===== src/rtl/stat_irq_pkg.sv =====
package stat_irq_pkg;
  localparam int NSRC    = 3;
  localparam int SRC_VB  = 0;
  localparam int SRC_DB  = 1;
  localparam int SRC_DCD = 2;
  localparam int RD_W    = 8;
  localparam logic [7:0] IRQ_REG_ADDR = 8'h02;
  // 1 = event on rising edge only, 0 = event on any change
  localparam logic [NSRC-1:0] RISE_ONLY = 3'b110;
endpackage


===== src/rtl/sirq_debounce.sv =====
module sirq_debounce #(
  parameter int TICKS = 3750000
) (
  input  logic clk_i,
  input  logic rst_ni,
  input  logic raw_i,
  output logic sync_o,
  output logic stable_o
);
  localparam int CW = (TICKS > 1) ? $clog2(TICKS) : 1;
  localparam logic [CW-1:0] LIM = CW'(TICKS - 1);

  logic s1, s2, stab;
  logic [CW-1:0] cnt;

  always_ff @(posedge clk_i or negedge rst_ni) begin
    if (!rst_ni) begin
      s1   <= 1'b0;
      s2   <= 1'b0;
      stab <= 1'b0;
      cnt  <= '0;
    end else begin
      s1 <= raw_i;
      s2 <= s1;
      if (s2 != stab) begin
        if (cnt == LIM) begin
          stab <= s2;
          cnt  <= '0;
        end else begin
          cnt <= cnt + 1'b1;
        end
      end else begin
        cnt <= '0; // bounce restarts the window
      end
    end
  end

  assign sync_o   = s2;
  assign stable_o = stab;
endmodule


===== src/rtl/sirq_edge.sv =====
module sirq_edge #(
  parameter int N = 3,
  parameter logic [N-1:0] RISE_MASK = '0
) (
  input  logic         clk_i,
  input  logic         rst_ni,
  input  logic [N-1:0] lvl_i,
  output logic [N-1:0] evt_o
);
  logic [N-1:0] lvl_q;

  always_ff @(posedge clk_i or negedge rst_ni) begin
    if (!rst_ni) lvl_q <= '0;
    else         lvl_q <= lvl_i;
  end

  for (genvar g = 0; g < N; g++) begin : g_det
    if (RISE_MASK[g]) begin : g_rise
      assign evt_o[g] = lvl_i[g] & ~lvl_q[g];
    end else begin : g_any
      assign evt_o[g] = lvl_i[g] ^ lvl_q[g];
    end
  end
endmodule


===== src/rtl/sirq_pend.sv =====
module sirq_pend #(
  parameter int N = 3
) (
  input  logic         clk_i,
  input  logic         rst_ni,
  input  logic [N-1:0] set_i,
  input  logic         clr_i,
  output logic [N-1:0] pend_o
);
  always_ff @(posedge clk_i or negedge rst_ni) begin
    if (!rst_ni) pend_o <= '0;
    else         pend_o <= (pend_o & ~{N{clr_i}}) | set_i; // set wins over clear
  end
endmodule


===== src/rtl/stat_irq_ctrl.sv =====
module stat_irq_ctrl
  import stat_irq_pkg::*;
#(
  parameter int DB_TICKS = 3750000
) (
  input  logic            clk_i,
  input  logic            rst_ni,
  input  logic            vbus_cmp_i,
  input  logic            dead_batt_i,
  input  logic            dcd_tmo_i,
  input  logic            det_busy_i,
  input  logic            irq_en_i,
  input  logic            rd_stb_i,
  input  logic [7:0]      rd_addr_i,
  output logic [RD_W-1:0] rd_data_o,
  output logic            irq_oe_o
);
  logic            vb_sync, vb_stable;
  logic [NSRC-1:0] lvl, evt, pend;
  logic            rd_hit;

  sirq_debounce #(.TICKS(DB_TICKS)) u_deb (
    .clk_i   (clk_i),
    .rst_ni  (rst_ni),
    .raw_i   (vbus_cmp_i),
    .sync_o  (vb_sync),
    .stable_o(vb_stable)
  );

  always_comb begin
    lvl          = '0;
    lvl[SRC_VB]  = vb_stable;
    lvl[SRC_DB]  = dead_batt_i;
    lvl[SRC_DCD] = dcd_tmo_i;
  end

  sirq_edge #(.N(NSRC), .RISE_MASK(RISE_ONLY)) u_edge (
    .clk_i (clk_i),
    .rst_ni(rst_ni),
    .lvl_i (lvl),
    .evt_o (evt)
  );

  assign rd_hit = rd_stb_i && (rd_addr_i == IRQ_REG_ADDR);

  sirq_pend #(.N(NSRC)) u_pend (
    .clk_i (clk_i),
    .rst_ni(rst_ni),
    .set_i (evt),
    .clr_i (rd_hit),
    .pend_o(pend)
  );

  always_ff @(posedge clk_i or negedge rst_ni) begin
    if (!rst_ni) rd_data_o <= '0;
    else if (rd_stb_i)
      rd_data_o <= rd_hit ? {det_busy_i, dcd_tmo_i, dead_batt_i, vb_stable, 1'b0, pend} : '0;
  end

  assign irq_oe_o = irq_en_i & (|pend);
endmodule


===== config.mk =====
export PLATFORM = sky130hd
export DESIGN_NAME = stat_irq_ctrl
export DESIGN_NICKNAME = d
export VERILOG_FILES = /design/src/rtl/stat_irq_pkg.sv /design/src/rtl/sirq_debounce.sv /design/src/rtl/sirq_edge.sv /design/src/rtl/sirq_pend.sv /design/src/rtl/stat_irq_ctrl.sv
export SDC_FILE = /design/constraint.sdc
export NUM_CORES = 1
export LEC_CHECK = 0
export BUFFER_PORTS_ARGS = -buffer_cell sky130_fd_sc_hd__buf_4
export CAP_MARGIN = 20
export CORE_MARGIN = 2
export CORE_UTILIZATION = 56
export CTS_CLUSTER_SIZE = 10
export DETAILED_ROUTE_END_ITERATION = 6
export PLACE_DENSITY = 0.78
export SKIP_CTS_REPAIR_TIMING = 1
export SYNTH_ARGS = -nofsm -noshare
export SYNTH_HDL_FRONTEND = slang
export SYNTH_SLANG_ARGS = --single-unit

===== constraint.sdc =====
create_clock -name clk_i -period 1.8 [get_ports clk_i]
set_input_delay 0.09 -clock clk_i [delete_from_list [all_inputs] [get_ports clk_i]]
set_output_delay 0.09 -clock clk_i [all_outputs]
set_load 0.005 [all_outputs]

After elaboration in Yosys (flattened, before gate mapping). Index checks and enable logic that the tools add are counted.

Bits in registers: 39. Output and inout port bits: 9. Input port bits: 16. Word-level logic and storage cells: 26.

Equal/unequal tests: 3. $add $sub $neg: 1. Multiplexer cells: 3. Reduce and logical (&&, ||, !) cells: 3. Bitwise gates (word level): 9.

Operators by type and width (number): $mux W22 (2); $add A22 B1 Y22 const B (1); $eq A22 B22 Y1 const B (1); $eq A8 B2 Y1 const B (1); $mux W8 (1); $and A1 B1 Y1 (3); $and A3 B3 Y3 (1); $not A3 Y3 (1); $or A3 B3 Y3 (1); $reduce_or A3 Y1 (1); $not A1 Y1 (2); $reduce_and A2 Y1 (1); $logic_and A1 B1 Y1 (1); $ne A1 B1 Y1 (1); $xor A1 B1 Y1 (1).

Longest topological paths before layout. Gate-level depths: netlist (run 1).

Depth in word-level cells: 5. Gate-level depth with buffers: 7. Depth with buffers taken out: 5.

Cells and area by module. From an unflattened synthesis (run 1), not the netlist that was laid out.

Cells, all modules: 157. Area total of the unflattened synthesis: 1761.7 sq um.

Modules (own cells, without submodules): sirq_debounce (times used 1, area an instance 1260.0 sq um, cells an instance 123); stat_irq_ctrl (times used 1, area an instance 304.0 sq um, cells an instance 21); sirq_pend (times used 1, area an instance 101.3 sq um, cells an instance 7); sirq_edge (times used 1, area an instance 96.3 sq um, cells an instance 6).

Worst setup path after synthesis (run 1). Ideal clock, no wire load.

Path kind: flip-flop to flip-flop. From: register u_deb.cnt[0]. To: register u_deb.cnt[20]. Buffers on the path: 0. Data required time: 1.727 ns. Library setup time: 0.073 ns. Cell stages (with the launch flop): 6. Path slack: 0.280 ns. Data arrival time: 1.447 ns. Cells stage by stage: dfrtp_1 > ha_1 > and3_1 > nand3_1 > or4_4 > a21oi_2.

Longest elaborated chain between the ends: 3. Elaborated cells between the ends (all ways): 4. Those cells by class: add/sub: 1; eq/ne: 1; mux: 2.

Ends and longest elaborated chain: from (decl) (RTL line sirq_debounce.sv:14) `logic [CW-1:0] cnt;`; from (signal assigned) (RTL line sirq_debounce.sv:30) `cnt <= cnt + 1'b1;`; $add A22 B1 Y22 / $eq A22 B22 Y1 (equally long branches) (RTL line sirq_debounce.sv:30, sirq_debounce.sv:26); $mux W22 (*) (RTL line sirq_debounce.sv:26) `if (cnt == LIM) begin`; $mux W22 (*) (RTL line sirq_debounce.sv:25) `if (s2 != stab) begin`.

Mark *: on every way between the ends. The rest lies on a longest branch, timed or not. A chain may end at the register's enable or synchronous reset.

Worst setup path in the final report (run 1).
From: register u_deb.cnt[1]. To: register u_deb.cnt[20].

Same word-level chain as after synthesis.

==> results_dict.tcl, run 1 <==
set metrics [dict create \
    r2r_start "u_deb.cnt[1]" \
    postLayoutCellArea_sq_um 2140 \
    synth-adder-area-share_pct 1.42 \
    fin_util_pct 70.8 \
    min_period_ns 1.69 \
    clk_pin_slew_ns 0.11 \
    die_height_um 60.1 \
    status "completed" \
    fp.coreArea_sq_um 3030 \
    seqCellArea_sq_um 952 \
    path_cells "ha_1, and3_1, nand3_1, or4_4, a21oi_2" \
    ys_ff_latch 38 \
    crit_path_end_kind "register" \
    clkSinkCount 38 \
    cts_made_buffers 5 \
    synth_cell_types 40 \
    finalCritPeriodShare_pct 94.1 \
    cp.required_ns 2.08 \
    hold_viol_final 0 \
    placed_cells 228 \
    initial_core_util_pct 58.2 \
    setup_viol 0 \
    clockRootBuffer "clkbuf_4" \
    grt_pass1_vias 1401 \
    ir_drop_uv 659 \
    drt-met1-wl_um 1450 \
    grt_usage_pct 24.2 \
    hold_path.startpoint "rd_addr_i[7]" \
    crit_path_start_kind "register" \
    io_pins 25 \
    synth-xor-area-share_pct 6.96 \
    vias 1356 \
    hp-class "in2reg" \
    synth_edf_count 0 \
    synth_top_family_by_area "simple AND/OR/NAND/NOR gates" \
    die_area_sq_um 3610 \
    cts_buffer_depth 2 \
    hold_path_depth 4 \
    maxCapViolations 0 \
    top_layer_used "met4" \
    tns_ns 0 \
    synth_area_sq_um 1760 \
    postSynthCellCount 164 \
    io_buffer_count 23 \
    crit_family "simple AND/OR/NAND/NOR gates" \
    syn-num-nets 182 \
    synth_simple_gate_area_share_pct 21.9 \
    postPlaceCellArea_sq_um 1970 \
    finalNetCount 215 \
    ys.flop_type "dfrtp_1" \
    async_reset_ff_share_pct 100 \
    dr.pass1.iters 4 \
    synth_warnings 0 \
    rrSetupSlack_ns 0.11 \
    clock_latency_ns 0.34 \
    syn_avg_cell_area_sq_um 10.7 \
    cts_tree "yes" \
    hpwl_um 2540 \
    multi_input_area_sq_um 734 \
    htreeDepth 2 \
    reg2regPathDepth 5 \
    critical-path-max-stage-delay_ns 0.45 \
    drtAntennaViolNets 0 \
    drc 0 \
    grt_pass1_wl_um 6230 \
    drt-initial-drc-count 86 \
    rr_endpoint "u_deb.cnt[20]" \
    synth.area.mux_share_pct 0.639 \
    nFillCells 240 \
    worst_hold_slack_ns 0.201 \
    area_growth_pct 21.7 \
    worstSetupPathType "reg2reg" \
    slowest_stage "or4_4" \
    stdcell_count 242 \
    slew_violations 0 \
    p_leak_uw 0.000978 \
    grt_max_degree 39 \
    final_layout_size_suffix_gt1_share_pct 22.7 \
    worstPathArrival_ns 1.97 \
    row_count 20 \
    n_antenna_cell 0 \
    place.gp.congestion 0.846 \
    overflow 0 \
    antenna_found_initial 0 \
    routed_wl_um 3600 \
    path_max_fanout 5 \
    wl_met3_um 180 \
    min_to "u_pend.pend_o[1]" \
    fp.dieW_um 60.1 \
    power-per-cell-area_nw_per_um2 799 \
    routedWlPerCell_um 14.9 \
    synth-seq-area-share_pct 54.0 \
    wl_met2_um 1910 \
    synth-compound-area-share_pct 10.4 \
    cp.buffers_inverters 0 \
    avgViaCountPerCell 5.60 \
    skew_ns 0.00580 \
    fmax_ghz 0.590 \
]
-- cells in the mapped netlist (2+ instances only) --
master	number	share of area, %
buf_2	2	0.57
nand4_1	9	3.2
and3_1	3	1.1
buf_4	3	1.3
and2_1	2	0.71
xor2_1	9	4.5
inv_1	7	1.5
o31ai_1	2	0.85
nor4_1	2	0.71
a22o_1	7	3.5
nand3_1	9	2.6
nor2_1	17	3.6
nand2_1	7	1.5
o22ai_1	2	0.71
o21ai_0	5	1.4
ha_1	2	1.4
dfrtp_1	38	54
xnor2_1	5	2.5
and4_1	3	1.5
or3_1	4	1.4
a21oi_1	6	1.7
nor4b_1	2	0.99
-- cells by family (layout without fill, tap and decap cells) --
| group | count (synthesis) | count (layout) |
|---|---|---|
| muxes | 1 | 1 |
| AOI/OAI and AO/OA | 27 | 27 |
| and+or+nand+nor | 66 | 66 |
| buffers and inverters | 15 | 49 |
| adders and majority gates | 2 | 2 |
| xor gates and xnor gates | 14 | 14 |
| DFF | 38 | 38 |
| other | 1 | 1 |
-- report_power, final --
part / internal (uW) / total [uW] / switching, uW
clock network: 470 / 750 / 280
registers: 866 / 878 / 12.2
logic: 40.8 / 85.1 / 44.3
-- per-layer routing --
| metal | track usage, % | vias to the layer above |
|---|---|---|
| met1 | 29.1 | 674 |
| met3 | 7.36 | 4 |
| met5 | 0 | - |
| li1 | - | 648 |
| met4 | 10.8 | 0 |
| met2 | 39.9 | 30 |
-- tightest hold or removal path, stage by stage --
cell     delay, ns
buf_4         0.08
nor4_2        0.03
buf_4         0.16
o22ai_1       0.13
-- flip-flops by register name (all words and copies together) (netlist names) --
register / flops
u_edge.lvl_q: 3
u_deb.s1: 1
u_deb.cnt: 22
u_pend.pend_o: 3
u_deb.sync_o: 1
rd_data_o: 7
u_deb.stable_o: 1
-- how the worst max path moves through the flow --
| stage | start | to | slack (ns) | cells past startpoint |
|---|---|---|---|---|
| finish | u_deb.cnt[1] | u_deb.cnt[20] | 0.11 | 5 |
| global route | u_deb.cnt[4] | u_deb.cnt[15] | -0.002 | 4 |
| CTS | u_deb.cnt[0] | u_deb.cnt[20] | 0.07 | 5 |
| detailed placement | u_deb.cnt[0] | u_deb.cnt[20] | 0.10 | 5 |
| global placement | u_deb.cnt[0] | u_deb.cnt[20] | 0.23 | 5 |
| floorplan | u_deb.cnt[0] | u_deb.cnt[20] | 0.28 | 5 |
-- cell usage in the layout, fill, tap and decap left out, types with 2 or more instances in the layout --
master	netlist	final
inv_1	7	7
o31ai_1	2	2
a21oi_1	6	6
nand4_1	9	9
or3_1	4	4
xor2_1	9	9
nand3_1	9	9
dfrtp_1	38	37
xnor2_1	5	5
and2_1	2	2
nor4_1	2	2
nand2_1	7	7
ha_1	2	2
bufinv_16	0	2
and4_1	3	2
a22o_1	7	7
buf_4	3	28
nor4b_1	2	2
o21ai_0	5	5
dlygate4sd3_1	0	5
o22ai_1	2	2
and3_1	3	3
clkbuf_4	0	5
nor2_1	17	17
-- through the flow --
step / worst slack (ns) / power (uW)
after global placement: 0.227 / 965
after floorplan: 0.280 / 918
after detailed placement: 0.103 / 972
after CTS: 0.0707 / 1730
after global routing: -0.00205 / 1780
final: 0.106 / 1710
-- layout make-up --
cell class	instances	share of cell area [%]
tap	44	2.57
timing repair buffer	33	12.1
sequential	38	44.4
clock buffer	6	2.39
clock inverter	2	2.80
inverter	8	1.40
multi-input combinational	111	34.3
(Power assumes the default switching activity.)
==> run 2, diff against run 1 <==
- CORE_UTILIZATION: 56 -> 58
- CTS_BUF_LIST: default -> sky130_fd_sc_hd__clkbuf_8
- GPL_TIMING_DRIVEN: default -> 0
- PLACE_DENSITY: 0.78 -> 0.81
==> run 2 against run 1 <==
Design area up 1.3%. Combinational power increased by 3.5%. Sequential share of layout area decreased by 0.59 points. Sequential power hardly changed. Worst setup slack worse by 0.012 ns. Register-to-register slack is essentially flat.
==> results_dict.tcl, run 2 (synthesis results as in run 1) <==
set metrics [dict create \
    fp.coreArea_sq_um 2830 \
    ir_drop_uv 681 \
    wl_met3_um 227 \
    overflow 0 \
    nFillCells 190 \
    crit_path_end_kind "register" \
    seqCellArea_sq_um 952 \
    regMostFlops "u_deb.cnt" \
    final_critical_path_setup_slack_ns 0.0934 \
    path_cells "ha_1, and3_1, nand3_1, or4_4, a21oi_2" \
    largest_reg_flops 22 \
    grt_max_degree 39 \
    initial_core_util_pct 62.3 \
    power_uw 1830 \
    clk_pin_slew_ns 0.07 \
    cts_made_buffers 5 \
    antenna_found_initial 0 \
    top_layer_used "met4" \
    worst_pin_slew_ns 0.985 \
    power-per-cell-area_nw_per_um2 840 \
    io_buffer_count 23 \
    cts_tree "yes" \
    status "completed" \
    worstSetupPathType "reg2reg" \
    routedWlPerCell_um 16.4 \
    n_antenna_cell 0 \
    htreeDepth 2 \
    critical-path-max-stage-delay_ns 0.44 \
    slowest_stage "or4_4" \
    avgViaCountPerCell 6.05 \
    hp-class "in2reg" \
    maxCapViolations 0 \
    hpwl_um 2480 \
    drc 0 \
    rsz0062_at_grt "false" \
    slew_headroom_pct 33.8 \
    final_common_cell "dfrtp_1" \
    grt_usage_pct 25.2 \
    finalCritPeriodShare_pct 94.8 \
    die_height_um 59.1 \
    p_leak_uw 0.000997 \
    cts_buffer_depth 2 \
    clockRootBuffer "clkbuf_8" \
    fp.dieW_um 59.1 \
    grt_pass1_vias 1363 \
    die_area_sq_um 3490 \
    vias 1392 \
    routed_wl_um 3780 \
    finalNetCount 216 \
    grt_pass1_wl_um 6320 \
    worstPathArrival_ns 1.93 \
    hold_viol_final 0 \
    io_pins 25 \
    row_count 19 \
    drtAntennaViolNets 0 \
    clkSinkCount 38 \
    mostFrequentLayoutCells "dfrtp_1, buf_4, nor2_1" \
    skew_ns 0.00508 \
    drt-initial-drc-count 42 \
    wl_met2_um 1900 \
    reg.largest.list "u_deb.cnt (22), rd_data_o (7)" \
    place.gp.congestion 0.868 \
    setup_viol 0 \
    area_growth_pct 23.3 \
    final_layout_size_suffix_gt1_share_pct 24.1 \
    fmax_ghz 0.586 \
    cp.required_ns 2.02 \
    drt-met1-wl_um 1610 \
    place_ws_ns -0.0463 \
    crit_path_start_kind "register" \
    clock_latency_ns 0.29 \
    dr.pass1.iters 4 \
    path_max_fanout 5 \
    min_period_ns 1.71 \
    slew_violations 0 \
    multi_input_area_sq_um 741 \
]
[run 2: changes by cell type in the layout (fill, tap and decap cells not counted), sizes merged]
cell,change
clkbuf,+1
clkinv,+1
dlygate4sd3,-1
[run 2: layout make-up]
cell class	count	share of cell area [%]
Buffer	6	2.42
Clock buffer	5	3.17
Clock inverter	3	3.17
Inverter	8	1.38
Multi-Input combinational cell	111	34.1
Sequential cell	38	43.8
Tap cell	31	1.79
Timing Repair Buffer	28	10.1
[run 2: path summary, 6_finish.rpt]
path                              startpoint              to  slack [ns]  cells past startpoint
worst min register to register      u_deb.s1    u_deb.sync_o        0.37                      0
worst min-delay path              det_busy_i    rd_data_o[7]        0.02                      2
worst max-delay path            u_deb.cnt[1]   u_deb.cnt[20]        0.09                      5
min in group asynchronous             rst_ni  u_deb.stable_o        0.31                      2
worst max register to register  u_deb.cnt[1]   u_deb.cnt[20]        0.09                      5
max in group asynchronous             rst_ni    u_deb.cnt[0]        1.14                      2
[run 2: power by group]
group          internal, uW  switching [uW]  total [uW]  leakage (uW)
logic                  41.6            46.4        88.1      0.000425
registers               866            13.0         879      0.000503
clock network           555             303         858     0.0000683
[run 2: critical path: cells and delay by family, from the launching register on]
kind | cells | cell delay (ns)
fa+ha+maj | 1 | 0.22
simple gates | 3 | 0.86
compound gates | 1 | 0.14
flops | 1 | 0.42
[run 2: metal layers]
metal | global-route usage (%) | up-vias
met3 | 7.86 | 5
li1 | - | 653
met5 | 0 | -
met2 | 40.5 | 47
met1 | 32.5 | 687
met4 | 8.44 | 0
[run 2: per-stage QoR]
stage / cell area, sq um / util, % / setup TNS (ns) / std cells / hold slack (ns)
4_1_cts: 2110 / 74.6 / -1.10 / 226 / -0.240
6_report: 2170 / 76.8 / 0 / 230 / 0.0229
3_3_place_gp: 1970 / 69.7 / 0 / 218 / 0.0674
3_5_place_dp: 1970 / 69.7 / -0.371 / 218 / 0.0780
5_1_grt: 2170 / 76.8 / 0 / 230 / 0.0292
2_1_floorplan: 1760 / - / 0 / 164 / -0.206
